**config.mk**
```make
export PLATFORM = sky130hd
export DESIGN_NAME = dmac_chain_ldr
export DESIGN_NICKNAME = d
export VERILOG_FILES = /design/src/rtl/dmac_pkg.sv /design/src/rtl/dmac_desc_fetch.sv /design/src/rtl/dmac_xfer_dp.sv /design/src/rtl/dmac_chain_ldr.sv
export SDC_FILE = /design/constraint.sdc
export NUM_CORES = 1
export LEC_CHECK = 0
export ABC_AREA = 1
export CAP_MARGIN = 10
export CORE_MARGIN = 2
export CORE_UTILIZATION = 25
export CTS_CLUSTER_SIZE = 12
export DETAILED_ROUTE_END_ITERATION = 10
export PLACE_DENSITY_LB_ADDON = 0.15
export SLEW_MARGIN = 20
export SYNTH_ARGS = -nofsm -noshare
export SYNTH_HDL_FRONTEND = slang
export SYNTH_SLANG_ARGS = --single-unit
export TNS_END_PERCENT = 5
```
**constraint.sdc**
```tcl
create_clock -name clk -period 3.8 [get_ports clk]
set_clock_uncertainty 0.15 [all_clocks]
set_input_delay 0.76 -clock clk [delete_from_list [all_inputs] [get_ports clk]]
set_output_delay 0.76 -clock clk [all_outputs]
set_load 0.01 [all_outputs]
```
**src/rtl/dmac_pkg.sv**
```systemverilog
package dmac_pkg;
   localparam int unsigned DESC_WORDS = 4;
   localparam int unsigned SLOT_W     = $clog2(DESC_WORDS);

   typedef enum logic [1:0] {
      CH_IDLE = 2'd0,
      CH_LOAD = 2'd1,
      CH_XFER = 2'd2
   } ch_state_t;

   // Slot order is behaviour: it fixes the word offsets within a descriptor.
   typedef enum logic [SLOT_W-1:0] {
      D_LINK   = 2'd0,
      D_COUNT  = 2'd1,
      D_STRIDE = 2'd2,
      D_BASE   = 2'd3
   } desc_slot_t;
endpackage

```
**src/rtl/dmac_desc_fetch.sv**
```systemverilog
module dmac_desc_fetch
   import dmac_pkg::*;
#(
   parameter int AW = 8,
   parameter int DW = 32
) (
   input  logic          clk,
   input  logic          rst_n,
   input  logic          start,
   input  logic [AW-1:0] base,
   output logic          rd_en,
   output logic [AW-1:0] rd_addr,
   input  logic [DW-1:0] rd_data,
   output logic          ld_valid,
   output desc_slot_t    ld_slot,
   output logic [DW-1:0] ld_data,
   output logic          ld_last
);
   localparam logic [SLOT_W-1:0] LAST_SLOT = SLOT_W'(DESC_WORDS - 1);

   logic              issuing;
   logic [SLOT_W-1:0] iss_idx;
   logic [AW-1:0]     base_q;
   logic              pend;
   logic [SLOT_W-1:0] pend_idx;

   always_ff @(posedge clk or negedge rst_n) begin
      if (!rst_n) begin
         issuing  <= 1'b0;
         iss_idx  <= '0;
         base_q   <= '0;
         pend     <= 1'b0;
         pend_idx <= '0;
      end else begin
         pend     <= issuing;
         pend_idx <= iss_idx;
         if (start) begin
            issuing <= 1'b1;
            iss_idx <= '0;
            base_q  <= base;
         end else if (issuing) begin
            if (iss_idx == LAST_SLOT) issuing <= 1'b0;
            else iss_idx <= iss_idx + 1'b1;
         end
      end
   end

   assign rd_en    = issuing;
   assign rd_addr  = base_q + AW'(iss_idx);
   assign ld_valid = pend;
   assign ld_slot  = desc_slot_t'(pend_idx);
   assign ld_data  = rd_data;
   assign ld_last  = pend && (pend_idx == LAST_SLOT);

   // descriptor words are read at consecutive addresses
   p_desc_seq_r1 : assert property (@(posedge clk) disable iff (!rst_n)
      rd_en && $past(rd_en) |-> rd_addr == $past(rd_addr) + AW'(1));

   // a new load never begins while reads of the previous one are in flight
   p_no_restart_r4 : assert property (@(posedge clk) disable iff (!rst_n)
      start |-> !rd_en);

   // each read is answered one cycle later in the matching slot
   p_read_lat_r1 : assert property (@(posedge clk) disable iff (!rst_n)
      rd_en |=> ld_valid);
endmodule

```
**src/rtl/dmac_xfer_dp.sv**
```systemverilog
module dmac_xfer_dp
   import dmac_pkg::*;
#(
   parameter int AW       = 8,
   parameter int DW       = 32,
   parameter int STRIDE_W = 8
) (
   input  logic          clk,
   input  logic          rst_n,
   input  logic          ld_valid,
   input  desc_slot_t    ld_slot,
   input  logic [DW-1:0] ld_data,
   input  logic          step,
   output logic [AW-1:0] link_addr,
   output logic          link_nz,
   output logic          cnt_nz,
   output logic          last_word,
   output logic [AW-1:0] cur_addr
);
   logic [DW-1:0]         link_q;
   logic [DW-1:0]         cnt_q;
   logic [AW-1:0]         stride_q;
   logic [AW-1:0]         addr_q;
   logic [AW-1:0]         stride_in;
   logic [DESC_WORDS-1:0] hit;

   generate
      if (STRIDE_W >= AW) begin : g_stride_full
         assign stride_in = ld_data[AW-1:0];
      end else begin : g_stride_sext
         assign stride_in = {{(AW-STRIDE_W){ld_data[STRIDE_W-1]}},
                             ld_data[STRIDE_W-1:0]};
      end

      for (genvar g = 0; g < DESC_WORDS; g++) begin : g_slot
         assign hit[g] = ld_valid && (ld_slot == desc_slot_t'(SLOT_W'(g)));
      end
   endgenerate

   always_ff @(posedge clk or negedge rst_n) begin
      if (!rst_n) begin
         link_q   <= '0;
         cnt_q    <= '0;
         stride_q <= '0;
         addr_q   <= '0;
      end else begin
         if (hit[D_LINK])   link_q   <= ld_data;
         if (hit[D_STRIDE]) stride_q <= stride_in;
         if (hit[D_COUNT])  cnt_q    <= ld_data;
         else if (step)     cnt_q    <= cnt_q - 1'b1;
         if (hit[D_BASE])   addr_q   <= ld_data[AW-1:0];
         else if (step)     addr_q   <= addr_q + stride_q;
      end
   end

   assign link_addr = link_q[AW-1:0];
   assign link_nz   = |link_q;
   assign cnt_nz    = |cnt_q;
   assign last_word = (cnt_q == DW'(1));
   assign cur_addr  = addr_q;

   // never accept a word with nothing left to move
   p_no_underflow_r3 : assert property (@(posedge clk) disable iff (!rst_n)
      step |-> cnt_nz);

   // each accepted word moves the address by the stride
   p_addr_step_r3 : assert property (@(posedge clk) disable iff (!rst_n)
      step |=> cur_addr == $past(cur_addr) + $past(stride_q));
endmodule

```
**src/rtl/dmac_chain_ldr.sv**
```systemverilog
module dmac_chain_ldr
   import dmac_pkg::*;
#(
   parameter int AW       = 8,
   parameter int DW       = 32,
   parameter int STRIDE_W = 8
) (
   input  logic          clk,
   input  logic          rst_n,
   input  logic          cfg_we,
   input  logic          cfg_en,
   input  logic [AW-1:0] cfg_link,
   output logic          mem_en,
   output logic          mem_we,
   output logic [AW-1:0] mem_addr,
   output logic [DW-1:0] mem_wdata,
   input  logic [DW-1:0] mem_rdata,
   input  logic          per_valid,
   input  logic [DW-1:0] per_data,
   output logic          per_ready,
   output logic          chan_active,
   output logic          chain_done
);
   generate
      if (AW < 2 || DW < AW) begin : g_bad_width
         $error("dmac_chain_ldr: need AW >= 2 and DW >= AW");
      end
      if (STRIDE_W < 1 || STRIDE_W > DW) begin : g_bad_stride
         $error("dmac_chain_ldr: STRIDE_W must lie in 1..DW");
      end
   endgenerate

   ch_state_t     state_q, state_d;
   logic          en_q;
   logic          done_q, done_d;
   logic          fetch_go;
   logic [AW-1:0] fetch_base;
   logic          rd_en;
   logic [AW-1:0] rd_addr;
   logic          ld_valid, ld_last;
   desc_slot_t    ld_slot;
   logic [DW-1:0] ld_data;
   logic [AW-1:0] link_addr, cur_addr;
   logic          link_nz, cnt_nz, last_word;
   logic          step;

   dmac_desc_fetch #(.AW(AW), .DW(DW)) u_fetch (
      .clk     (clk),
      .rst_n   (rst_n),
      .start   (fetch_go),
      .base    (fetch_base),
      .rd_en   (rd_en),
      .rd_addr (rd_addr),
      .rd_data (mem_rdata),
      .ld_valid(ld_valid),
      .ld_slot (ld_slot),
      .ld_data (ld_data),
      .ld_last (ld_last)
   );

   dmac_xfer_dp #(.AW(AW), .DW(DW), .STRIDE_W(STRIDE_W)) u_dp (
      .clk      (clk),
      .rst_n    (rst_n),
      .ld_valid (ld_valid),
      .ld_slot  (ld_slot),
      .ld_data  (ld_data),
      .step     (step),
      .link_addr(link_addr),
      .link_nz  (link_nz),
      .cnt_nz   (cnt_nz),
      .last_word(last_word),
      .cur_addr (cur_addr)
   );

   assign per_ready   = (state_q == CH_XFER) && en_q;
   assign chan_active = (state_q == CH_XFER);
   assign step        = per_valid && per_ready;

   always_comb begin
      state_d    = state_q;
      fetch_go   = 1'b0;
      fetch_base = link_addr;
      done_d     = 1'b0;
      unique case (state_q)
         CH_IDLE: begin
            if (cfg_we && cfg_en && (cfg_link != '0)) begin
               state_d    = CH_LOAD;
               fetch_go   = 1'b1;
               fetch_base = cfg_link;
            end
         end
         CH_LOAD: begin
            if (ld_last) begin
               if (!en_q) begin
                  state_d = CH_IDLE;
               end else if (cnt_nz) begin
                  state_d = CH_XFER;
               end else if (link_nz) begin
                  fetch_go = 1'b1;
               end else begin
                  state_d = CH_IDLE;
                  done_d  = 1'b1;
               end
            end
         end
         CH_XFER: begin
            if (!en_q) begin
               state_d = CH_IDLE;
            end else if (step && last_word) begin
               if (link_nz) begin
                  state_d  = CH_LOAD;
                  fetch_go = 1'b1;
               end else begin
                  state_d = CH_IDLE;
                  done_d  = 1'b1;
               end
            end
         end
         default: state_d = CH_IDLE;
      endcase
   end

   always_ff @(posedge clk or negedge rst_n) begin
      if (!rst_n) begin
         state_q <= CH_IDLE;
         en_q    <= 1'b0;
         done_q  <= 1'b0;
      end else begin
         state_q <= state_d;
         done_q  <= done_d;
         if (cfg_we) en_q <= cfg_en;
      end
   end

   assign chain_done = done_q;
   assign mem_en     = rd_en || step;
   assign mem_we     = step;
   assign mem_addr   = rd_en ? rd_addr : cur_addr;
   assign mem_wdata  = per_data;

   // descriptor reads happen only while the channel reports inactive
   p_load_inactive_r6 : assert property (@(posedge clk) disable iff (!rst_n)
      mem_en && !mem_we |-> !chan_active);

   // memory writes only carry accepted peripheral words
   p_write_in_xfer_r3 : assert property (@(posedge clk) disable iff (!rst_n)
      mem_we |-> chan_active && per_valid);

   // completion is a single-cycle pulse seen while idle
   p_done_pulse_r5 : assert property (@(posedge clk) disable iff (!rst_n)
      chain_done |=> !chain_done);
   p_done_idle_r5 : assert property (@(posedge clk) disable iff (!rst_n)
      chain_done |-> !chan_active && !mem_en);

   // a disabled transfer leaves the transfer phase on the next cycle
   p_stop_r9 : assert property (@(posedge clk) disable iff (!rst_n)
      chan_active && !per_ready |=> !chan_active && !mem_en);

   // a zero first pointer starts no fetch
   p_zero_link_r8 : assert property (@(posedge clk) disable iff (!rst_n)
      (state_q == CH_IDLE) && cfg_we && (cfg_link == '0) |=> !mem_en);
endmodule

```
Word level (Yosys, flattened, before mapping)

Index checks and enable logic that the tools add are counted.

Register bits: 98
Input port bits: 77
Logic and storage cells: 85

Add/sub/neg operators: 4
Equality and inequality tests: 12
Mux-type cells: 37
Reduce and logical (&&, ||, !) cells: 20

Operator list:

| operator                | count |
|---|---|
| $mux W32                | 2 |
| $reduce_or A32 Y1       | 2 |
| $mux W8                 | 5 |
| $eq A32 B1 Y1 const B   | 1 |
| $sub A32 B1 Y32 const B | 1 |
| $mux W2                 | 10 |
| $mux W1                 | 17 |
| $logic_and A1 B1 Y1     | 9 |
| $add A8 B2 Y8           | 1 |
| $add A8 B8 Y8           | 1 |
| $eq A2 B2 Y1 const B    | 4 |
| $reduce_bool A8 Y1      | 1 |
| $ne A2 B2 Y1 const B    | 3 |
| $pmux W2 S3             | 1 |
| $reduce_bool A2 Y1      | 3 |
| $eq A2 B1 Y1 const B    | 2 |
| $logic_not A2 Y1        | 2 |
| $ne A4 B4 Y1 const B    | 1 |
| $reduce_and A4 Y1       | 1 |
| $ne A3 B2 Y1 const B    | 1 |
| $pmux W1 S3             | 1 |
| $add A2 B1 Y2 const B   | 1 |
| $pmux W1 S2             | 1 |
| $reduce_and A2 Y1       | 1 |
| $logic_or A1 B1 Y1      | 1 |

Logic depth before layout (Yosys ltp)

Depth after elaboration: 9
Gate-level depth with buffers: 12
Mapped depth without buffers: 12

Cells and area by module

From an unflattened synthesis, not the netlist that was laid out.

Cells, all modules: 880
Area, all modules: 6465.0 um2

By module, submodules not included:

| module          | times used | cells each | area an instance (um2) |
|---|---|---|---|
| dmac_xfer_dp    | 1          | 625        | 4717.0 |
| dmac_desc_fetch | 1          | 118        | 947.2 |
| dmac_chain_ldr  | 1          | 137        | 800.8 |

Worst setup path before layout

No wires, ideal clock.

Kind: register to output
From: reg u_fetch.iss_idx[0]
To: out mem_addr[6]
Arrival time: 1.763 ns
Setup slack: 1.127 ns
Stages on the path, launching flop included: 11
Cells stage by stage: dfrtp_1 ha_1 inv_1 fa_1 inv_1 nand2_1 nor2_1 and2_1 nand2_1 xor2_1 o21ai_0

Longest elaborated chain between the ends: 2

RTL lines:

| what                   | RTL line              | source |
|---|---|---|
| start, declared        | dmac_desc_fetch.sv:22 | `logic [SLOT_W-1:0] iss_idx;` |
| start signal, assigned | dmac_desc_fetch.sv:43 | `else iss_idx <= iss_idx + 1'b1;` |
| $add A8 B2 Y8          | dmac_desc_fetch.sv:49 | `assign rd_addr = base_q + AW'(iss_idx);` |
| $mux W8                | dmac_chain_ldr.sv:138 | `assign mem_addr = rd_en ? rd_addr : cur_addr;` |
| end, declared          | dmac_chain_ldr.sv:15  | `output logic [AW-1:0] mem_addr,` |

Every way passes these cells.

Worst setup path in the final report

Ends and elaborated chain as after synthesis.

==> flow_metrics.env <==
export IMPL_status="completed"
export IMPL_hp_class="primary input to async pin"
export IMPL_die_area_um2=25100
export IMPL_synth_edf_count=0
export IMPL_place_inst=1089
export IMPL_rows=56
export IMPL_finalNonFillerCells=1104
export IMPL_yosys_area_top_type="dfrtp_1"
export IMPL_io_pin_count=122
export IMPL_critPathCaptureType="primary output"
export IMPL_netlist_area_leader_share_pct=41.1
export IMPL_grt_max_degree=59
export IMPL_clk_latency_ns=0.35
export IMPL_synth_top_cells_by_area="dfrtp_1 41%, nand2_1 13%, inv_1 5.0%"
export IMPL_cts_setup_buffers=0
export IMPL_place_gp_congestion=0.756
export IMPL_wl_met3_um=594
export IMPL_grt_antenna_before_repair=0
export IMPL_path_class="flip-flop to primary output"
export IMPL_dp_slack_ns=0.572
export IMPL_synth_cells=757
export IMPL_area_growth_synth_to_final_pct=16.9
export IMPL_grt_pass1_vias=4715
export IMPL_initial_core_util_pct=25.4
export IMPL_min_period_ns=3.58
export IMPL_max_freq_mhz=279
export IMPL_cts_tree="yes"
export IMPL_num_vias=4744
export IMPL_ctsLongestPathBuffers=2
export IMPL_place_area_um2=6660
export IMPL_ant_nets=0
export IMPL_worst_hold_slack_ns=0.292
export IMPL_async_flop_share_pct=100
export IMPL_final_max_slew_violation_count=0
export IMPL_die_x_um=159
export IMPL_yosys_top_cells_count="206 x nand2_1, 98 x dfrtp_1, 79 x inv_1"
export IMPL_highest_layer="met4"
export IMPL_synth_warnings=0
export IMPL_r2r_cells=6
export IMPL_final_hold_viol_count=0
export IMPL_drive_above_1_share_pct=9.43
export IMPL_powerDensity_nw_per_um2=775
export IMPL_post_drt_wl_per_cell_um=14.3
export IMPL_wl_um=15800
export IMPL_wl_met1_um=7850
export IMPL_gr_total_overflow=0
export IMPL_place_port_buffers=57
export IMPL_leakagePower_nw=3.22
export IMPL_holdBufCountCts=0
export IMPL_timing_final_crit_share_pct=94.3
export IMPL_post_cts_resize_count=0
export IMPL_final_util_pct=29.7
export IMPL_ir_worst_vdd_mv=0.242
export IMPL_worst_ep_arrival_time_ns=2.67
export IMPL_first_pass_iters=4
export IMPL_cp_start_kind="flip-flop"
export IMPL_drt_initial_drc_count=264
export IMPL_route_detailed_drc=0
export IMPL_num_antenna_cells=0
export IMPL_tightest_slew_ns=0.997
export IMPL_required_ns=2.89
export IMPL_fin_ws_ns=0.217
export IMPL_dpl_hpwl_um=11800
export IMPL_stdcell_area_um2=6980
export IMPL_ys_ff_latch=98
export IMPL_yosysMostFrequentCell="nand2_1"
export IMPL_critical_path_max_fanout=4
export IMPL_synthesis_nets=853
export IMPL_clk_pin_slew_worst_paths_ns=0.07
export IMPL_vias_per_cell=4.30
export IMPL_slew_headroom_pct=33.3
export IMPL_setup_violations=0
export IMPL_grt_pass1_wl_um=25500
export IMPL_cap_violations=0
export IMPL_die_h_um=159
export IMPL_htreeDepth=3
export IMPL_track_usage_pct=13.2
export IMPL_reg2reg_setup_slack_ns=1.48
export IMPL_placeableCoreArea_um2=23500
export IMPL_ys_flop_type="dfrtp_1"
export IMPL_synth_distinct_cells=42
export IMPL_finalPower_mw=5.41
export IMPL_rsz0062_at_grt="no"
export IMPL_syn_area_per_cell_um2=7.89
export IMPL_dr_wl_met2_um=7240
export IMPL_numCtsBuffers=9
export IMPL_cts_root_buf="clkbuf_16"
export IMPL_reg2reg_to="u_dp.cnt_q[22]$_DFFE_PN0P_"
export IMPL_syn_cell_area_um2=5970
export IMPL_ys_seq_area_share_pct=41.1
export IMPL_fin_nets=877
export IMPL_cts_sinks=98
export IMPL_setup_tns_ns=0
export IMPL_timing_rr_start="u_fetch.ld_slot[1]$_DFF_PN0_"
-- flip-flops by register name, indices dropped and copies added, names as in the netlist --
name	flops
u_fetch.rd_en	1
u_fetch.base_q	8
u_fetch.ld_valid	1
chain_done	1
u_dp.stride_q	8
u_dp.cur_addr	8
u_dp.cnt_q	32
u_dp.link_q	32
state_q	2
u_fetch.iss_idx	2
u_fetch.ld_slot	2
en_q	1
-- worst max path at each step --
| stage | cells past startpoint | start | endpoint | slack, ns |
|---|---|---|---|---|
| after floorplan | 10 | u_fetch.iss_idx[0]$_DFFE_PN0P_ | mem_addr[6] | 1.13 |
| after global placement | 11 | u_fetch.iss_idx[0]$_DFFE_PN0P_ | mem_addr[6] | 0.63 |
| after detailed placement | 11 | u_fetch.iss_idx[0]$_DFFE_PN0P_ | mem_addr[6] | 0.57 |
| after CTS | 11 | u_fetch.iss_idx[0]$_DFFE_PN0P_ | mem_addr[6] | 0.19 |
| after global routing | 11 | u_fetch.iss_idx[0]$_DFFE_PN0P_ | mem_addr[6] | 0.02 |
| final | 11 | u_fetch.iss_idx[0]$_DFFE_PN0P_ | mem_addr[6] | 0.22 |
-- kinds of logic after synthesis --
group                    after synthesis  synth area share [%]
buffers and inverters                134                  10.8
AND/OR/NAND/NOR                      366                  27.6
adder cells (fa/ha/maj)               19                  4.23
multiplexers                           7                  1.32
AO/OA/AOI/OAI                        104                  10.8
flip-flops                            98                  41.1
XOR/XNOR                              29                  4.25
-- metal layers --
metal	track usage, %	up-vias
li1	-	2445
met1	18.6	2233
met2	21.2	59
met3	2.53	7
met4	2.83	0
met5	0	-
-- final cells by class --
type                            count  area (um2)
Clock buffer                        9         225
Sequential cell                    98        2450
Multi-Input combinational cell    525        2880
Inverter                           86         323
Clock inverter                      6        90.1
Tap cell                          319         399
Timing Repair Buffer               61         611
Fill cell                        2550       16500
-- layout by cell type, fill, tap and decap left out, drive strengths merged, types with 2 or more instances in the layout --
cell type	Yosys	layout
nor3	7	7
nand2	214	214
a21oi	11	11
nand3	36	36
clkinv	2	3
nand4	5	5
nor2	97	97
xnor2	8	8
o221ai	18	18
o211ai	7	7
xor2	21	21
o21bai	8	8
bufinv	0	2
buf	41	5
or2	4	4
o21ai	51	51
mux2	7	7
ha	17	17
inv	84	86
clkbuf	7	9
fa	2	2
nand3b	2	2
dfrtp	98	98
clkdlybuf4s50	0	56
o22ai	5	5
-- critical path, stage by stage (launching register included) --
cell	delay (ns)
dfrtp_1	0.41
ha_1	0.19
inv_1	0.06
fa_1	0.37
inv_1	0.08
nand2_1	0.06
nor2_1	0.11
and2_1	0.16
nand2_1	0.07
xor2_1	0.13
o21ai_0	0.14
clkdlybuf4s50_1	0.55
-- where the power goes --
group          switching (mW)  internal, mW
clock network           0.432         0.578
logic                    1.37          1.01
registers               0.471          1.55
Power figures use the tool's default switching activity.
